**src/rtl/flash_wake_pkg.sv**
```systemverilog
package flash_wake_pkg;

  localparam logic [7:0] OP_READ_ID = 8'h9F;
  localparam logic [7:0] OP_RELEASE = 8'hAB;

  typedef enum logic [3:0] {
    ST_BOOT      = 4'd0,
    ST_ID_REQ    = 4'd1,
    ST_ID_WAIT   = 4'd2,
    ST_WAKE_REQ  = 4'd3,
    ST_WAKE_WAIT = 4'd4,
    ST_SETTLE    = 4'd5,
    ST_READY     = 4'd6,
    ST_PARKED    = 4'd7,
    ST_FAIL      = 4'd8
  } seq_state_t;

  // Mask covering the low nbits of a 64-bit word.
  function automatic logic [63:0] width_mask(input int unsigned nbits);
    logic [63:0] m;
    for (int i = 0; i < 64; i++) m[i] = (i < nbits);
    return m;
  endfunction

  // An ID is accepted only if it is neither blank pattern and equals the expected value.
  function automatic logic id_acceptable(input logic [63:0] got,
                                         input logic [63:0] want,
                                         input int unsigned nbits);
    logic [63:0] m;
    logic [63:0] g;
    m = width_mask(nbits);
    g = got & m;
    return (g != 64'd0) && (g != m) && (g == (want & m));
  endfunction

endpackage

```
**src/rtl/fw_id_judge.sv**
```systemverilog
module fw_id_judge #(
  parameter int unsigned ID_W = 24,
  parameter logic [ID_W-1:0] EXP_ID = '0
) (
  input  logic [ID_W-1:0] rx_id,
  output logic            id_good
);
  import flash_wake_pkg::*;

  always_comb id_good = id_acceptable(64'(rx_id), 64'(EXP_ID), ID_W);

endmodule

```
**src/rtl/fw_wait_timer.sv**
```systemverilog
module fw_wait_timer #(
  parameter int unsigned W = 16
) (
  input  logic         clk,
  input  logic         rst_n,
  input  logic         load,
  input  logic [W-1:0] load_val,
  input  logic         run,
  output logic         expire
);
  logic [W-1:0] cnt;

  assign expire = (cnt <= W'(1));

  always_ff @(posedge clk or negedge rst_n) begin
    if (!rst_n)                cnt <= '0;
    else if (load)             cnt <= load_val;
    else if (run && !expire)   cnt <= cnt - W'(1);
  end

endmodule

```
**src/rtl/fw_pin_park.sv**
```systemverilog
module fw_pin_park (
  input  logic clk,
  input  logic rst_n,
  input  logic park,
  output logic cs_hold_hi,
  output logic mosi_drive_lo,
  output logic miso_pull_lo
);
  logic park_q;

  always_ff @(posedge clk or negedge rst_n) begin
    if (!rst_n) park_q <= 1'b0;
    else        park_q <= park;
  end

  assign cs_hold_hi    = park_q;
  assign mosi_drive_lo = park_q;
  assign miso_pull_lo  = park_q;

endmodule

```
**src/rtl/flash_wake_seq.sv**
```systemverilog
module flash_wake_seq #(
  parameter int unsigned ID_BYTES = 3,
  parameter int unsigned ID_W     = 8 * ID_BYTES,
  parameter int unsigned LEN_W    = $clog2(ID_BYTES + 1),
  parameter logic [ID_W-1:0] EXP_ID = 24'hC22017,
  parameter int unsigned MAX_WAKE = 2,
  parameter int unsigned WAIT_W   = 16
) (
  input  logic              clk,
  input  logic              rst_n,
  input  logic [WAIT_W-1:0] wait_cycles,
  input  logic              standby_req,
  output logic              spi_req,
  output logic [7:0]        spi_opcode,
  output logic [LEN_W-1:0]  spi_rx_len,
  input  logic              spi_done,
  input  logic [ID_W-1:0]   spi_rx_data,
  output logic              ready,
  output logic              fail,
  output logic              cs_hold_hi,
  output logic              mosi_drive_lo,
  output logic              miso_pull_lo
);
  import flash_wake_pkg::*;

  localparam int unsigned CNT_W = $clog2(MAX_WAKE + 2);

  seq_state_t state, state_nx;
  logic [CNT_W-1:0] wake_cnt;

  // Named internal events
  logic id_good;
  logic id_bad_evt;
  logic wake_done_evt;
  logic budget_spent;
  logic settle_expire;

  fw_id_judge #(.ID_W(ID_W), .EXP_ID(EXP_ID)) u_judge (
    .rx_id   (spi_rx_data),
    .id_good (id_good)
  );

  assign id_bad_evt    = (state == ST_ID_WAIT) && spi_done && !id_good;
  assign wake_done_evt = (state == ST_WAKE_WAIT) && spi_done;
  assign budget_spent  = (wake_cnt == CNT_W'(MAX_WAKE));

  fw_wait_timer #(.W(WAIT_W)) u_timer (
    .clk      (clk),
    .rst_n    (rst_n),
    .load     (wake_done_evt),
    .load_val (wait_cycles),
    .run      (state == ST_SETTLE),
    .expire   (settle_expire)
  );

  fw_pin_park u_park (
    .clk           (clk),
    .rst_n         (rst_n),
    .park          (state == ST_PARKED),
    .cs_hold_hi    (cs_hold_hi),
    .mosi_drive_lo (mosi_drive_lo),
    .miso_pull_lo  (miso_pull_lo)
  );

  always_comb begin
    state_nx = state;
    unique case (state)
      ST_BOOT:      state_nx = ST_ID_REQ;
      ST_ID_REQ:    state_nx = ST_ID_WAIT;
      ST_ID_WAIT:   if (spi_done) begin
                      if (id_good)           state_nx = ST_READY;
                      else if (budget_spent) state_nx = ST_FAIL;
                      else                   state_nx = ST_WAKE_REQ;
                    end
      ST_WAKE_REQ:  state_nx = ST_WAKE_WAIT;
      ST_WAKE_WAIT: if (spi_done) state_nx = ST_SETTLE;
      ST_SETTLE:    if (settle_expire) state_nx = ST_ID_REQ;
      ST_READY:     if (standby_req) state_nx = ST_PARKED;
      ST_PARKED:    if (!standby_req) state_nx = ST_BOOT;
      ST_FAIL:      state_nx = ST_FAIL;
      default:      state_nx = ST_BOOT;
    endcase
  end

  always_ff @(posedge clk or negedge rst_n) begin
    if (!rst_n) state <= ST_BOOT;
    else        state <= state_nx;
  end

  always_ff @(posedge clk or negedge rst_n) begin
    if (!rst_n)                    wake_cnt <= '0;
    else if (state == ST_BOOT)     wake_cnt <= '0;
    else if (state == ST_WAKE_REQ) wake_cnt <= wake_cnt + CNT_W'(1);
  end

  assign spi_req    = (state == ST_ID_REQ) || (state == ST_WAKE_REQ);
  assign spi_opcode = (state == ST_WAKE_REQ) ? OP_RELEASE : OP_READ_ID;
  assign spi_rx_len = (state == ST_WAKE_REQ) ? '0 : LEN_W'(ID_BYTES);
  assign ready      = (state == ST_READY);
  assign fail       = (state == ST_FAIL);

endmodule

```
**config.mk**
```make
export PLATFORM = sky130hd
export DESIGN_NAME = flash_wake_seq
export DESIGN_NICKNAME = d
export VERILOG_FILES = /design/src/rtl/flash_wake_pkg.sv /design/src/rtl/fw_id_judge.sv /design/src/rtl/fw_wait_timer.sv /design/src/rtl/fw_pin_park.sv /design/src/rtl/flash_wake_seq.sv
export SDC_FILE = /design/constraint.sdc
export NUM_CORES = 1
export LEC_CHECK = 0
export ABC_CLOCK_PERIOD_IN_PS = 2750
export BUFFER_PORTS_ARGS = -buffer_cell sky130_fd_sc_hd__buf_2
export CORE_MARGIN = 10
export CORE_UTILIZATION = 49
export DETAILED_ROUTE_END_ITERATION = 10
export PLACE_DENSITY_LB_ADDON = 0.1
export SLEW_MARGIN = 5
export SYNTH_ARGS = -nofsm -noshare
export SYNTH_HDL_FRONTEND = slang
export SYNTH_SLANG_ARGS = --single-unit
```
**constraint.sdc**
```tcl
create_clock -name clk -period 2.75 [get_ports clk]
set_input_delay 0.275 -clock clk [delete_from_list [all_inputs] [get_ports clk]]
set_output_delay 0.275 -clock clk [all_outputs]
set_load 0.02 [all_outputs]
```
After elaboration in Yosys (flattened, before gate mapping)

Cells that the tools add are included.

Add/sub/neg operators: 2
$lt $le $gt $ge: 1
Equal/unequal tests: 16
Mux-type cells: 14
Reduce and logical (&&, ||, !) cells: 11

Operator list:

| operator                                                                          | number |
|---|---|
| 64-bit nonzero test                                                               | 1 |
| 4-bit one-hot mux with 9 select lines                                             | 1 |
| 16-bit 2-to-1 mux                                                                 | 2 |
| 4-bit 2-to-1 mux                                                                  | 7 |
| 24-bit == test, second input constant                                             | 1 |
| 24-bit inequality test, second input constant                                     | 1 |
| 4-bit by 3-bit == test with 1-bit output, second input constant                   | 4 |
| 16-bit by 1-bit less-or-equal comparator with 1-bit output, second input constant | 1 |
| 16-bit by 1-bit subtractor with 16-bit output, second input constant              | 1 |
| 2-bit inequality test, second input constant                                      | 5 |
| 4-bit by 2-bit == test with 1-bit output, second input constant                   | 2 |
| 2-bit 2-to-1 mux                                                                  | 3 |
| 6-bit 2-to-1 mux                                                                  | 1 |
| 5-bit AND reduction                                                               | 1 |
| 4-bit by 1-bit == test with 1-bit output, second input constant                   | 1 |
| 4-bit == test, second input constant                                              | 1 |
| 1-bit logical AND                                                                 | 4 |
| 4-bit logical NOT                                                                 | 1 |
| 2-bit nonzero test                                                                | 2 |
| 2-bit by 1-bit adder with 2-bit output, second input constant                     | 1 |
| 2-bit == test, second input constant                                              | 1 |
| 1-bit logical NOT                                                                 | 1 |
| 1-bit logical OR                                                                  | 1 |

Register bits after elaboration: 23
Input port bits: 44
Output and inout port bits: 16
Word-level logic and storage cells: 48

Depth between registers and ports, before layout

Depth in word-level cells: 6
Gate-level depth with buffers: 7
Mapped depth without buffers: 7

By module

A second synthesis with hierarchy kept.

Cell total of the unflattened synthesis: 206
Area, all modules: 1,749.2 um^2

By module, submodules not included:

| module         | times used | cells each | area an instance (um^2) |
|---|---|---|---|
| fw_wait_timer  | 1          | 127        | 1,062.3 |
| flash_wake_seq | 1          | 66         | 564.3 |
| fw_id_judge    | 1          | 10         | 82.6 |
| fw_pin_park    | 1          | 3          | 40.0 |

Worst setup path before layout

No wires, ideal clock.

Kind: flip-flop to flip-flop
From: register u_timer.cnt[4]
To: register u_timer.cnt[13]
Arrival: 1.983 ns
Slack: 0.637 ns
Stages on the path, launching flop included: 8
Cells stage by stage: dfrtp_1 or4_4 buf_6 or3_4 buf_6 nor4b_2 xnor2_1 o21ai_1

Longest elaborated chain between the ends: 4
Elaborated cells on any way between the ends: 7

Ends and longest elaborated chain:

| item                                                       | line                | text |
|---|---|---|
| start: declaration                                         | fw_wait_timer.sv:11 | `logic [W-1:0] cnt;` |
| start signal: assignment                                   | fw_wait_timer.sv:17 | `else if (load) cnt <= load_val;` |
| start signal: assignment                                   | fw_wait_timer.sv:18 | `else if (run && !expire) cnt <= cnt - W'(1);` |
| 16-bit by 1-bit less-or-equal comparator with 1-bit output | fw_wait_timer.sv:13 | `assign expire = (cnt <= W'(1));` |
| 1-bit logical NOT                                          | fw_wait_timer.sv:18 |  |
| 1-bit logical AND                                          | fw_wait_timer.sv:18 |  |
| 2-bit nonzero test (no line)                               | n/a                 |  |

Several ways; a longest one is shown, not always the timed one. The select of a mux whose other input is x is not followed.
A chain may end at the register's enable or synchronous reset.

Final worst setup path

From: register u_timer.cnt[14]
To: register state[0]

Longest elaborated chain between the ends: 3

Ends and longest elaborated chain:

| item                                                       | line                 | text |
|---|---|---|
| 16-bit by 1-bit less-or-equal comparator with 1-bit output | fw_wait_timer.sv:13  |  |
| 2-bit inequality test (no line)                            | n/a                  |  |
| 5-bit AND reduction (no line)                              | n/a                  |  |
| end signal: assignment                                     | flash_wake_seq.sv:87 | `else state <= state_nx;` |
| end: declaration                                           | flash_wake_seq.sv:28 | `seq_state_t state, state_nx;` |

Every way passes these cells.

==> impl_metrics.yaml <==
pwr:
  p_per_area_nw_per_um2: 290
  p_sw_uw: 127
  p_int_uw: 421
  p_seq_frac: 0.617
  power_frac_comb: 0.090
  sw_frac_of_total: 0.233
  p_leak_uw: 0.000785
  p_clk_frac: 0.293
  ir_worst_vdd_uv: 130
timing:
  worst_pin_slew_ns: 0.648
  relSlewSlack: 0.564
  setup_violations: 0
  fmaxAchievable_mhz: 437
  rsz0062_at_grt: "false"
  hold_viol: 0
  fin_crit_sh: 0.833
  min_period_ns: 2.29
  tns_ns: 0
  fin_skew_ns: 0.00114
  slew_viol_final: 0
placement:
  port_buffers: 54
  finalWeightedCongestion: 0.852
  dp_hpwl_um: 3460
worst_hold_path:
  min_path_type: "input port to register"
run:
  maxCapViolations: 0
final_layout:
  regArea_um2: 576
  antenna_cells: 0
  nFillCells: 299
  layout_common_cells: "buf_2 (54), dfrtp_1 (23), nand2_1 (22)"
  synthToLayoutAreaGrowth_pct: 16.0
  final_common_cell: "buf_2"
  fin_nets: 284
  final_util: 0.604
  multiInputGateArea_um2: 913
  drive_above_1_share: 0.297
route:
  ant_nets: 0
  wirelength_um: 4330
  drt_iter0_drc: 133
  wl_per_cell_um: 15.5
  drc: 0
  vias: 1543
  first_pass_iters: 4
  vias_per_cell: 5.51
global_routing:
  grt_pass1_wl_um: 7320
  grt.total_usage: 0.143
  antenna_found_initial: 0
  grt_overflow_total: 0
  grt_pass1_vias: 1599
  grt_max_degree: 24
logic_synthesis:
  synth_edf_count: 0
  syn_inst: 191
  ys.flop_type: "dfrtp_1"
  synth.distinct_cells: 46
  avgSynthCellArea_um2: 8.52
  async_reset_ff_frac: 1.00
  ys_seq_elements: 23
  yosysWarnings: 0
  yosysSeqAreaShare: 0.354
  netlist_area_um2: 1630
floorplan:
  core_um2: 3130
  initial_core_util: 0.520
  boundaryPins: 60
  die_x_um: 77.6
  dieHeight_um: 77.6
  fp-row-count: 20
  dieArea_um2: 6030
setup_path:
  cp-start-kind: "register"
  crit_required_ns: 2.96
  critical_path_arrival_ns: 2.50
  crit_type: "register to register"
  crit_fanout: 9
  end_kind: "register"
clock_tree:
  cts.htree.levels: 1
  cts_buffers: 3
  cts_tree: "done"
  clk_pin_slew_ns: 0.13
  cts_resized: 0
  clk_path_buf_depth: 2
  cts_root_buf: "clkbuf_4"
  hold_buffers: 1
  clk_latency_ns: 0.31
  postCtsSetupBuffers: 0
  clock-sinks: 23
run_status:
  status: "finished clean"
==> power by group through the flow <==
stage | Clock, µW | Sequential [µW] | Combinational, µW
after detailed placement | 0 | 345 | 48.6
after floorplan | 0 | 345 | 16.4
final | 160 | 338 | 49.3
after global routing | 181 | 338 | 55.1
after global placement | 0 | 345 | 46.6
after CTS | 162 | 338 | 49.7
==> metal layers <==
layer,vias to the layer above,wire [µm],part of all wire,track usage
li1,763,-,-,-
met1,725,1780,0.41,0.156
met2,51,2150,0.50,0.245
met3,4,342,0.079,0.0541
met4,0,55,0.013,0.0547
met5,-,0,0,0
==> sequential cells by signal (all words and copies together) (netlist names) <==
name and flops:
u_timer.cnt 16, u_park.cs_hold_hi 1, wake_cnt 2, state 4
==> cell families after synthesis <==
kind of cell | count (synthesis) | synth area share
flops | 23 | 0.354
other cells | 2 | 0.00461
fa+ha+maj | 3 | 0.0231
buf+inv | 26 | 0.0922
mux | 4 | 0.0269
compound gates | 44 | 0.165
simple gates | 79 | 0.281
xor+xnor | 10 | 0.0538
==> area by class of cell <==
type,instances,share of cell area
clock buffer,4,0.0139
sequential,23,0.305
multi-input combinational,145,0.484
inverter,8,0.0159
tap,44,0.0292
timing repair buffer,56,0.152
==> path summary, 6_finish.rpt <==
path | startpoint | cells past startpoint | end | slack [ns]
hold reg to reg | wake_cnt[0] | 1 | wake_cnt[0] | 0.53
min in group asynchronous | rst_n | 2 | u_timer.cnt[8] | 0.44
setup / recovery | u_timer.cnt[14] | 5 | state[0] | 0.46
setup reg to reg | u_timer.cnt[14] | 5 | state[0] | 0.46
hold / removal | wait_cycles[6] | 3 | u_timer.cnt[6] | 0.15
max in group asynchronous | rst_n | 2 | u_timer.cnt[14] | 1.97
==> critical path, stage by stage, from the launching register on <==
cell and delay (ns):
dfrtp_1 0.42, or4_1 0.61, nor2_2 0.37, a21oi_1 0.23
a21oi_1 0.21, mux2_2 0.36
==> Yosys cell counts (2+ instances only) <==
cell,instances,area [µm²]
nor2_1,14,52.6
and3_1,2,12.5
or4_1,3,22.5
buf_4,10,75.1
or2_2,2,12.5
clkbuf_1,6,22.5
nor4_2,2,25.0
ha_1,3,37.5
nor4b_1,2,17.5
xnor2_1,9,78.8
a22o_1,3,26.3
o21ai_0,12,60.1
nand3_1,3,15.0
nor3_1,6,30.0
nor4_1,6,37.5
o21ai_1,4,20.0
o211ai_1,4,30.0
or3_1,4,25.0
a2111oi_0,2,17.5
nor4bb_1,3,30.0
buf_6,2,22.5
mux2_2,3,33.8
nand2_1,22,82.6
a21oi_1,11,55.1
dfrtp_1,23,576
a211oi_1,2,15.0
conb_1,2,7.51
inv_1,8,30.0
==> through the flow <==
step / hold WS, ns / setup slack (ns) / power (µW) / cell area (µm²) / cells
after floorplan: -0.0206 / 0.637 / 361 / 1640 / 194
after global placement: 0.272 / 0.579 / 391 / 1850 / 275
after detailed placement: 0.276 / 0.491 / 393 / 1850 / 275
after CTS: 0.156 / 0.465 / 550 / 1890 / 280
after global routing: 0.144 / 0.285 / 575 / 1890 / 280
final: 0.155 / 0.461 / 548 / 1890 / 280
No activity file was read; power rests on OpenSTA's default activity.
